**src/rtl/dlc_pkg.sv**
```systemverilog
package dlc_pkg;

    typedef enum logic {
        ST_IDLE  = 1'b0,
        ST_FETCH = 1'b1
    } dlc_state_e;

endpackage

```
**src/rtl/dlc_tag_cmp.sv**
```systemverilog
// Parallel comparison of a probe tag against every buffered line tag.
module dlc_tag_cmp #(
    parameter int N     = 4,
    parameter int TAG_W = 27
) (
    input  logic [N-1:0][TAG_W-1:0] tags_i,
    input  logic [N-1:0]            valid_i,
    input  logic [TAG_W-1:0]        probe_i,
    output logic [N-1:0]            match_o
);

    for (genvar g = 0; g < N; g++) begin : g_cmp
        assign match_o[g] = valid_i[g] && (tags_i[g] == probe_i);
    end

endmodule

```
**src/rtl/dlc_victim.sv**
```systemverilog
// Round-robin replacement pointer.
module dlc_victim #(
    parameter int N     = 4,
    localparam int IDX_W = (N > 1) ? $clog2(N) : 1
) (
    input  logic             clk,
    input  logic             rst_n,
    input  logic             advance_i,
    output logic [IDX_W-1:0] ptr_o
);

    logic [IDX_W-1:0] ptr_d, ptr_q;

    always_comb begin
        ptr_d = ptr_q;
        if (advance_i) begin
            if (ptr_q == IDX_W'(N - 1)) ptr_d = '0;
            else                        ptr_d = ptr_q + 1'b1;
        end
    end

    always_ff @(posedge clk) begin
        if (!rst_n) ptr_q <= '0;
        else        ptr_q <= ptr_d;
    end

    assign ptr_o = ptr_q;

endmodule

```
**src/rtl/dlc_line_store.sv**
```systemverilog
// Line data storage: one whole-line write port, one word read port.
module dlc_line_store #(
    parameter int N      = 4,
    parameter int LINE_W = 256,
    parameter int WORD_W = 32,
    localparam int IDX_W  = (N > 1) ? $clog2(N) : 1,
    localparam int WSEL_W = $clog2(LINE_W / WORD_W)
) (
    input  logic              clk,
    input  logic              wr_en_i,
    input  logic [IDX_W-1:0]  wr_idx_i,
    input  logic [LINE_W-1:0] wr_line_i,
    input  logic [IDX_W-1:0]  rd_idx_i,
    input  logic [WSEL_W-1:0] rd_wsel_i,
    output logic [WORD_W-1:0] rd_word_o
);

    logic [N-1:0][LINE_W-1:0] data_d, data_q;

    always_comb begin
        data_d = data_q;
        if (wr_en_i) data_d[wr_idx_i] = wr_line_i;
    end

    always_ff @(posedge clk) begin
        data_q <= data_d;
    end

    assign rd_word_o = data_q[rd_idx_i][rd_wsel_i*WORD_W +: WORD_W];

endmodule

```
**src/rtl/dma_line_cache.sv**
```systemverilog
module dma_line_cache
    import dlc_pkg::*;
#(
    parameter int ADDR_W     = 32,
    parameter int WORD_W     = 32,
    parameter int LINE_BYTES = 32,
    parameter int NUM_LINES  = 4,
    localparam int WORD_BYTES = WORD_W / 8,
    localparam int OFS_W      = $clog2(LINE_BYTES),
    localparam int WOFS_W     = $clog2(WORD_BYTES),
    localparam int WSEL_W     = OFS_W - WOFS_W,
    localparam int TAG_W      = ADDR_W - OFS_W,
    localparam int LINE_W     = LINE_BYTES * 8,
    localparam int IDX_W      = (NUM_LINES > 1) ? $clog2(NUM_LINES) : 1,
    localparam int LEN_W      = OFS_W + 2
) (
    input  logic              clk,
    input  logic              rst_n,
    input  logic              rd_req,
    input  logic [ADDR_W-1:0] rd_addr,
    input  logic [LEN_W-1:0]  rd_len,
    output logic              rd_ready,
    output logic              rsp_valid,
    output logic [WORD_W-1:0] rsp_data,
    output logic              rsp_err,
    output logic              mem_req,
    output logic [ADDR_W-1:0] mem_addr,
    input  logic              mem_ack,
    input  logic [LINE_W-1:0] mem_data,
    input  logic              snp_valid,
    input  logic [ADDR_W-1:0] snp_addr
);

    typedef struct packed {
        dlc_state_e                         state;
        logic [NUM_LINES-1:0][TAG_W-1:0]    tags;
        logic [NUM_LINES-1:0]               valid;
        logic [TAG_W-1:0]                   ftag;
        logic [IDX_W-1:0]                   fslot;
        logic [WSEL_W-1:0]                  fwsel;
        logic                               kill;
        logic                               seq_ok;
        logic [ADDR_W-1:0]                  seq_addr;
        logic                               rsp_valid;
        logic                               rsp_err;
        logic [WORD_W-1:0]                  rsp_data;
    } dlc_st_t;

    dlc_st_t st_d, st_q;

    logic [TAG_W-1:0]     rd_tag, snp_tag;
    logic [NUM_LINES-1:0] snp_hit, look_hit, valid_eff;
    logic [IDX_W-1:0]     hit_idx, vic_ptr;
    logic                 vic_adv;
    logic                 st_wr_en;
    logic [WORD_W-1:0]    buf_word;
    logic                 fetch_snooped;
    logic                 accept;
    logic                 snp_lo_unused;

    assign rd_tag        = rd_addr[ADDR_W-1:OFS_W];
    assign snp_tag       = snp_addr[ADDR_W-1:OFS_W];
    assign snp_lo_unused = ^snp_addr[OFS_W-1:0];

    // Snoop lookup against currently valid lines
    dlc_tag_cmp #(.N(NUM_LINES), .TAG_W(TAG_W)) u_snp_cmp (
        .tags_i  (st_q.tags),
        .valid_i (st_q.valid & {NUM_LINES{snp_valid}}),
        .probe_i (snp_tag),
        .match_o (snp_hit)
    );

    // A same-cycle snoop removes the line before the read looks it up
    assign valid_eff = st_q.valid & ~snp_hit;

    dlc_tag_cmp #(.N(NUM_LINES), .TAG_W(TAG_W)) u_rd_cmp (
        .tags_i  (st_q.tags),
        .valid_i (valid_eff),
        .probe_i (rd_tag),
        .match_o (look_hit)
    );

    always_comb begin
        hit_idx = '0;
        for (int i = 0; i < NUM_LINES; i++) begin
            if (look_hit[i]) hit_idx = IDX_W'(i);
        end
    end

    dlc_victim #(.N(NUM_LINES)) u_victim (
        .clk       (clk),
        .rst_n     (rst_n),
        .advance_i (vic_adv),
        .ptr_o     (vic_ptr)
    );

    dlc_line_store #(.N(NUM_LINES), .LINE_W(LINE_W), .WORD_W(WORD_W)) u_store (
        .clk       (clk),
        .wr_en_i   (st_wr_en),
        .wr_idx_i  (st_q.fslot),
        .wr_line_i (mem_data),
        .rd_idx_i  (hit_idx),
        .rd_wsel_i (rd_addr[OFS_W-1:WOFS_W]),
        .rd_word_o (buf_word)
    );

    assign accept        = rd_req && (st_q.state == ST_IDLE);
    assign fetch_snooped = snp_valid && (snp_tag == st_q.ftag);

    always_comb begin
        st_d           = st_q;
        st_d.valid     = valid_eff;
        st_d.rsp_valid = 1'b0;
        st_d.rsp_err   = 1'b0;
        vic_adv        = 1'b0;
        st_wr_en       = 1'b0;

        unique case (st_q.state)
            ST_IDLE: begin
                if (accept) begin
                    if (rd_addr[WOFS_W-1:0] != '0) begin
                        st_d.rsp_err = 1'b1;
                    end else begin
                        st_d.seq_ok   = 1'b1;
                        st_d.seq_addr = rd_addr + ADDR_W'(rd_len);
                        if ((rd_len < LEN_W'(LINE_BYTES)) && st_q.seq_ok &&
                            (rd_addr == st_q.seq_addr) && (|look_hit)) begin
                            st_d.rsp_valid = 1'b1;
                            st_d.rsp_data  = buf_word;
                        end else begin
                            st_d.state = ST_FETCH;
                            st_d.ftag  = rd_tag;
                            st_d.fwsel = rd_addr[OFS_W-1:WOFS_W];
                            st_d.kill  = 1'b0;
                            if (|look_hit) begin
                                st_d.fslot = hit_idx;
                            end else begin
                                st_d.fslot = vic_ptr;
                                vic_adv    = 1'b1;
                            end
                            st_d.tags[st_d.fslot]  = rd_tag;
                            st_d.valid[st_d.fslot] = 1'b0;
                        end
                    end
                end
            end
            ST_FETCH: begin
                if (mem_ack) begin
                    st_wr_en                = 1'b1;
                    st_d.valid[st_q.fslot]  = !(st_q.kill || fetch_snooped);
                    st_d.rsp_valid          = 1'b1;
                    st_d.rsp_data           = mem_data[st_q.fwsel*WORD_W +: WORD_W];
                    st_d.state              = ST_IDLE;
                end else if (fetch_snooped) begin
                    st_d.kill = 1'b1;
                end
            end
            default: st_d.state = ST_IDLE;
        endcase
    end

    always_ff @(posedge clk) begin
        if (!rst_n) st_q <= '0;
        else        st_q <= st_d;
    end

    assign rd_ready  = (st_q.state == ST_IDLE);
    assign mem_req   = (st_q.state == ST_FETCH);
    assign mem_addr  = {st_q.ftag, {OFS_W{1'b0}}};
    assign rsp_valid = st_q.rsp_valid;
    assign rsp_err   = st_q.rsp_err;
    assign rsp_data  = st_q.rsp_data;

    AST_REQ_HELD: assert property (@(posedge clk) disable iff (!rst_n)
        (mem_req && !mem_ack) |=> (mem_req && $stable(mem_addr)));

    AST_MISALIGN_REJECT: assert property (@(posedge clk) disable iff (!rst_n)
        (rd_req && rd_ready && (rd_addr[WOFS_W-1:0] != '0)) |=> (rsp_err && !rsp_valid && !mem_req));

    AST_LONG_FETCHES: assert property (@(posedge clk) disable iff (!rst_n)
        (rd_req && rd_ready && (rd_addr[WOFS_W-1:0] == '0) && (rd_len >= LEN_W'(LINE_BYTES))) |=> mem_req);

    AST_NO_DUP_LINE: assert property (@(posedge clk) disable iff (!rst_n)
        $onehot0(look_hit));

    AST_SNOOP_DROPS: assert property (@(posedge clk) disable iff (!rst_n)
        (|snp_hit) |=> ((st_q.valid & $past(snp_hit)) == '0));

    AST_SAME_CYCLE_MISS: assert property (@(posedge clk) disable iff (!rst_n)
        (rd_req && rd_ready && (rd_addr[WOFS_W-1:0] == '0) && snp_valid && (snp_tag == rd_tag)) |=> mem_req);

    AST_FILL_KILLED: assert property (@(posedge clk) disable iff (!rst_n)
        (mem_req && mem_ack && fetch_snooped) |=> !st_q.valid[$past(st_q.fslot)]);

    AST_ACK_RESPONDS: assert property (@(posedge clk) disable iff (!rst_n)
        (mem_req && mem_ack) |=> (rsp_valid && !mem_req && rd_ready));

endmodule

```
**config.mk**
```make
export PLATFORM = sky130hd
export DESIGN_NAME = dma_line_cache
export DESIGN_NICKNAME = d
export VERILOG_FILES = /design/src/rtl/dlc_pkg.sv /design/src/rtl/dlc_tag_cmp.sv /design/src/rtl/dlc_victim.sv /design/src/rtl/dlc_line_store.sv /design/src/rtl/dma_line_cache.sv
export SDC_FILE = /design/constraint.sdc
export NUM_CORES = 2
export LEC_CHECK = 0
export ABC_CLOCK_PERIOD_IN_PS = 19950
export BUFFER_PORTS_ARGS = -buffer_cell sky130_fd_sc_hd__buf_2
export CAP_MARGIN = 0
export CORE_MARGIN = 2
export CORE_UTILIZATION = 35
export DETAILED_ROUTE_END_ITERATION = 7
export GPL_ROUTABILITY_DRIVEN = 1
export PLACE_DENSITY_LB_ADDON = 0.1
export SYNTH_ARGS = -nofsm -noshare
export SYNTH_HDL_FRONTEND = slang
export SYNTH_SLANG_ARGS = --single-unit
```
**constraint.sdc**
```tcl
create_clock -name clk -period 19.95 [get_ports clk]
set_clock_uncertainty 0.1 [all_clocks]
set_input_delay 0 -clock clk [delete_from_list [all_inputs] [get_ports clk]]
set_output_delay 0 -clock clk [all_outputs]
set_load 0.03 [all_outputs]
```
=== Word-level counts from Yosys, hierarchy flattened ===
Cells that the tools add are included.

* Eq/ne operators: 18
* Bitwise gates (word level): 10
* Shifts and indexed selects: 2
* Reduce and logical (&&, ||, !) cells: 24
* Magnitude comparators: 6
* Multiplexer cells: 46
* $add $sub $neg: 2

{| class="wikitable"
|+ Operators by type and width
! cell !! count
|-
| bitwise mux 1024 bit || 1
|-
| binary-select mux 256 bit (select 2 bit) || 1
|-
| demux 256 bit (select 2 bit) || 1
|-
| two-way mux 256 bit || 2
|-
| indexed part select 256 x 9 -> 32 bit || 2
|-
| == test 27 bit || 9
|-
| two-way mux 213 bit || 1
|-
| two-way mux 180 bit || 1
|-
| two-way mux 146 bit || 1
|-
| bitwise mux 108 bit || 1
|-
| two-way mux 32 bit || 3
|-
| case mux 32 bit (2 select lines) || 1
|-
| demux 27 bit (select 2 bit) || 1
|-
| adder 32 x 7 -> 32 bit || 1
|-
| == test 32 bit || 1
|-
| two-way mux 27 bit || 1
|-
| two-way mux 2 bit || 8
|-
| logical AND 1 bit || 15
|-
| two-way mux 1 bit || 15
|-
| AND 4 bit || 3
|-
| less-than comparator 2 x 3 -> 1 bit, second input constant || 3
|-
| inequality test 2 bit, second input constant || 4
|-
| NOT 4 bit || 2
|-
| case mux 4 bit (2 select lines) || 1
|-
| other kinds (18) || 29
|}

* Output and inout port bits: 68
* Bits of input ports: 332
* Flip-flop bits (word level): 1239

=== Depth between registers and ports, before layout ===
* Depth after elaboration: 23
* Mapped depth: 14
* Gate-level depth less buffers: 12

=== Hierarchy ===
A second synthesis with hierarchy kept.

* Cell total of the unflattened synthesis: 3793
* Area, all modules: 54692.5 µm²

{| class="wikitable"
|+ By module, submodules not included
! module !! cells each !! times used !! area an instance (µm²) !! sequential area each (µm²)
|-
| dlc_line_store || 2187 || 1 || 39668.0 || 30749.5
|-
| dma_line_cache || 1256 || 1 || 12001.5 || 4264.1
|-
| dlc_tag_cmp || 171 || 2 || 1463.9 || 0.0
|-
| dlc_victim || 8 || 1 || 95.1 || 40.0
|}

=== Worst setup path after synthesis ===
OpenSTA, ideal clock, no wires.

* Kind: reg2reg
* Start: register st_q (netlist bit mem_req)
* End: register u_store.data_q[256] in the netlist's numbering (enable)
* Buffers on the path: 1
* Clock period less this slack: 20.786 ns
* Setup slack: -0.836 ns
* Cell stages (with the launch flop): 4
* Data required time: 18.611 ns
* Data arrival time: 19.447 ns
* Cell sequence: dfxtp_1 clkbuf_1 nand2_1 nor3b_1

* Longest elaborated chain between the ends: 1

{| class="wikitable"
|+ Ends and longest elaborated chain
! element !! line !! source
|-
| start: declaration || dma_line_cache.sv:49 || <nowiki>dlc_st_t st_d, st_q;</nowiki>
|-
| start signal: assignment || dma_line_cache.sv:164 || <nowiki>else st_q <= st_d;</nowiki>
|-
| two-way mux 1 bit || dma_line_cache.sv:118 || <nowiki>unique case (st_q.state)</nowiki>
|-
| end signal: assignment || dlc_line_store.sv:26 || <nowiki>data_q <= data_d;</nowiki>
|-
| end: declaration || dlc_line_store.sv:18 || <nowiki>logic [N-1:0][LINE_W-1:0] data_d, data_q;</nowiki>
|}

No other way between the ends.
A chain may end at the register's enable or synchronous reset.

=== Worst setup path in the final report ===
* Start: register st_q[176] in the netlist's numbering
* End: register st_q (netlist bit rsp_data[30])

* Longest elaborated chain between the ends: 14
* Elaborated cells on any way between the ends: 19
* Those cells by class: 3 x eq/ne; 1 x shift; 8 x mux; 2 x bitwise; 5 x reduce/logical

{| class="wikitable"
|+ Ends and longest elaborated chain
! element !! line !! source
|-
| == test 27 bit || dlc_tag_cmp.sv:13 || <nowiki>assign match_o[g] = valid_i[g] && (tags_i[g] == probe_i);</nowiki>
|-
| logical AND 1 bit || dlc_tag_cmp.sv:13 ||
|-
| NOT 4 bit || dma_line_cache.sv:74 || <nowiki>assign valid_eff = st_q.valid & ~snp_hit;</nowiki>
|-
| AND 4 bit || dma_line_cache.sv:74 ||
|-
| logical AND 1 bit * || dlc_tag_cmp.sv:13 ||
|-
| two-way mux 2 bit (2 in series) || dma_line_cache.sv:86 || <nowiki>if (look_hit[i]) hit_idx = IDX_W'(i);</nowiki>
|-
| binary-select mux 256 bit (select 2 bit) || dlc_line_store.sv:29 || <nowiki>assign rd_word_o = data_q[rd_idx_i][rd_wsel_i*WORD_W +: WORD_W];</nowiki>
|-
| two-way mux 256 bit (not written as such) || dlc_line_store.sv:29 ||
|-
| indexed part select 256 x 9 -> 32 bit || dlc_line_store.sv:29 ||
|-
| two-way mux 32 bit || dma_line_cache.sv:126 || <nowiki>if ((rd_len < LEN_W'(LINE_BYTES)) && st_q.seq_ok &&</nowiki>
|-
| two-way mux 32 bit || dma_line_cache.sv:121 || <nowiki>if (rd_addr[WOFS_W-1:0] != '0) begin</nowiki>
|-
| two-way mux 213 bit || dma_line_cache.sv:120 || <nowiki>if (accept) begin</nowiki>
|-
| case mux 32 bit (2 select lines) || dma_line_cache.sv:118 ||
|}

Every way passes the cells marked *; elsewhere a longest branch is shown, timed or not. The select of a mux whose other input is x is not followed.

==> impl_metrics.py <==
metrics = {
    "timing": {
        "hold_slack_ps": 41.7,
        "slew_headroom": 0.180,
        "max_freq_ghz": 0.194,
        "finalSetupTns_ps": 0,
        "drv_slew": 0,
        "tightest_slew_ps": 1230,
        "post-route-period-util": 0.259,
        "period_needed_ps": 5170,
        "rsz0062_at_grt": "false",
        "finalHoldViolations": 0,
        "finalSetupViolations": 0,
        "fin_ws_ps": 14780,
    },
    "drt": {
        "ant_nets": 0,
        "wire_per_inst_um": 27.2,
        "dr_total_vias": 37200,
        "drcViolationCount": 0,
        "drt_iter0_drc": 3303,
        "routed_wl_um": 188000,
        "via_per_inst": 5.37,
        "dr.pass1.iters": 6,
    },
    "setup_path": {
        "arrival_ps": 5680,
        "critical-path-max-stage-delay_ps": 840,
        "slowest_stage": "buf_4",
        "cp.required_ps": 20460,
        "critPathMaxFanout": 49,
        "crit_path_cell_trace": "xnor2_1 -> nand4_1 -> or4_1 -> a211o_4 -> and4bb_4 -> o31ai_4 -> buf_4 -> o31ai_1 -> nor4_1 -> a31oi_1",
        "cp-end-kind": "flip-flop",
        "crit_path_start_kind": "flip-flop",
        "path_class": "reg2reg",
    },
    "place": {
        "port-buffer-count": 389,
        "place_inst": 6065,
        "place_congestion": 0.878,
        "dp_hpwl_um": 105000,
        "dpl-instance-area_mm2": 0.0574,
        "dp_slack_ps": 14760,
    },
    "synth": {
        "async_flop_share": 0,
        "ys_seq_area_frac": 0.649,
        "yosysMostFrequentCell": "edfxtp_1",
        "synth_area_mm2": 0.0540,
        "synthCells": 3945,
        "synth.distinct_cells": 75,
        "synth_top_cell_by_area": "edfxtp_1",
        "yosysWarnings": 0,
        "synthFlopType": "edfxtp_1",
        "synthTopCellsByCount": "edfxtp_1 (1024), a21oi_1 (256), mux2i_1 (244), o21ai_0 (237), dfxtp_1 (215)",
        "synth_top_cell_area_share": 0.570,
        "syn_area_per_cell_um2": 13.7,
        "synth_edf_count": 1024,
        "ys_top_cells_by_area": "edfxtp_1 (57%), dfxtp_1 (8.0%), mux2i_1 (4.5%), xnor2_1 (3.3%), mux4_2 (2.7%)",
        "synth-seq-cells": 1239,
    },
    "power_and_ir_drop": {
        "leakage_nw": 22.5,
        "power_mw": 5.83,
        "p_sw_mw": 1.35,
        "peakVddDrop_v": 0.0000631,
        "p_int_mw": 4.49,
        "pwr-share-clk": 0.443,
        "p_per_area_mw_per_mm2": 85.9,
        "p_sw_frac": 0.231,
        "p_seq_frac": 0.486,
        "comb_power_share": 0.071,
    },
    "run_status": {
        "status": "finished, final reports clean",
    },
    "clock_network": {
        "postCtsSetupBuffers": 0,
        "cts_tree": "yes",
        "clk_latency_ps": 780,
        "ctsResizeCount": 0,
        "ctsHoldBuffers": 581,
        "numCtsBuffers": 146,
        "root_buffer": "clkbuf_16",
        "cts_buffer_depth": 3,
        "clock-sinks": 1239,
        "htreeDepth": 4,
        "clkTransAtPathRegs_ps": 60,
    },
    "die": {
        "die_h_um": 397,
        "dieArea_mm2": 0.157,
        "ioPinCount": 400,
        "start_util": 0.351,
        "coreArea_mm2": 0.154,
        "rows": 144,
        "fp.dieW_um": 397,
    },
    "cells_and_area": {
        "syn_to_final_growth_pct": 25.7,
        "final_area_mm2": 0.0679,
        "utilization": 0.442,
        "fin_nets": 5093,
        "final_layout_size_suffix_gt1_frac": 0.177,
        "fin_cells": 6928,
    },
    "global_route": {
        "grt_max_degree": 139,
        "grt.total_usage": 0.235,
        "overflow": 0,
        "grt_pass1_wl_um": 269000,
        "antenna_found_initial": 31,
        "grt_pass1_vias": 37200,
    },
    "worst_hold_path": {
        "min-delay-path-class": "in2reg",
    },
    "run": {
        "drv_cap": 0,
    },
}
cells by family (layout without fill, tap and decap cells):
family,after synthesis,count (layout),synth area share
flip-flops,1239,1239,0.649
AO/OA/AOI/OAI,891,891,0.108
AND/OR/NAND/NOR,698,698,0.0632
multiplexers,405,405,0.0922
buffers and inverters,400,1323,0.0365
XOR/XNOR,302,302,0.0490
adder cells (fa/ha/maj),9,9,0.00223
other,1,17,0.0000695
worst max-delay path: cells and delay by family, from the launching register on:
kind | cells | cell delay (ps)
AO/OA/AOI/OAI | 4 | 1710
XOR/XNOR | 1 | 350
buffers and inverters | 1 | 840
flip-flops | 1 | 340
AND/OR/NAND/NOR | 4 | 1590
power by group through the flow:
stage	Sequential (mW)	Clock (mW)	Combinational [mW]
4_1_cts	2.83	2.64	0.413
5_1_grt	2.84	2.74	0.441
6_report	2.83	2.59	0.414
3_5_place_dp	2.89	0	0.314
3_3_place_gp	2.89	0	0.314
2_1_floorplan	2.89	0	0.170
final timing paths:
kind	from	end	slack, ps	cells past startpoint
worst max-delay path	st_q[176]	rsp_data[30]	14780	10
worst min-delay path	mem_data[31]	u_store.data_q[31]	40	2
worst max register to register	st_q[176]	rsp_data[30]	14780	10
worst min register to register	st_q[37]	st_q[37]	360	2
cell usage in the layout (no fill, tap or decap), types with 74 or more instances in the layout:
cell type	instances
xnor2_1	204
a211oi_1	74
nand4_1	104
mux2_2	97
buf_2	387
xor2_1	98
clkbuf_16	146
edfxtp_1	1024
mux2i_1	244
a21oi_1	256
o21ai_0	237
nor2_1	154
dfxtp_1	211
dlygate4sd3_1	583
nand2_1	189
cell type report:
class,instances,area [um^2]
Multi-Input combinational cell,2310,17200
Inverter,16,62.6
Tap cell,2044,2560
Timing Repair Buffer,1039,8380
Clock inverter,68,652
Antenna cell,12,30.0
Sequential cell,1239,35100
Clock buffer,200,3980
Fill cell,14200,85800
flip-flops by register name, summed over array words and instances (netlist names):
signal	count
u_store.data_q	1024
st_q	151
rsp_data	32
mem_addr	27
u_victim.ptr_o	2
mem_req	1
rsp_err	1
rsp_valid	1
metal layers:
layer / global-route usage / wire length [um] / up-vias
met2: 0.379 / 88300 / 1226
met3: 0.0405 / 10600 / 281
met4: 0.0636 / 4540 / 22
met1: 0.327 / 84800 / 18900
li1: - / - / 16800
met5: 0 / 145 / -
Note: power is estimated with default switching activity, not from simulation.
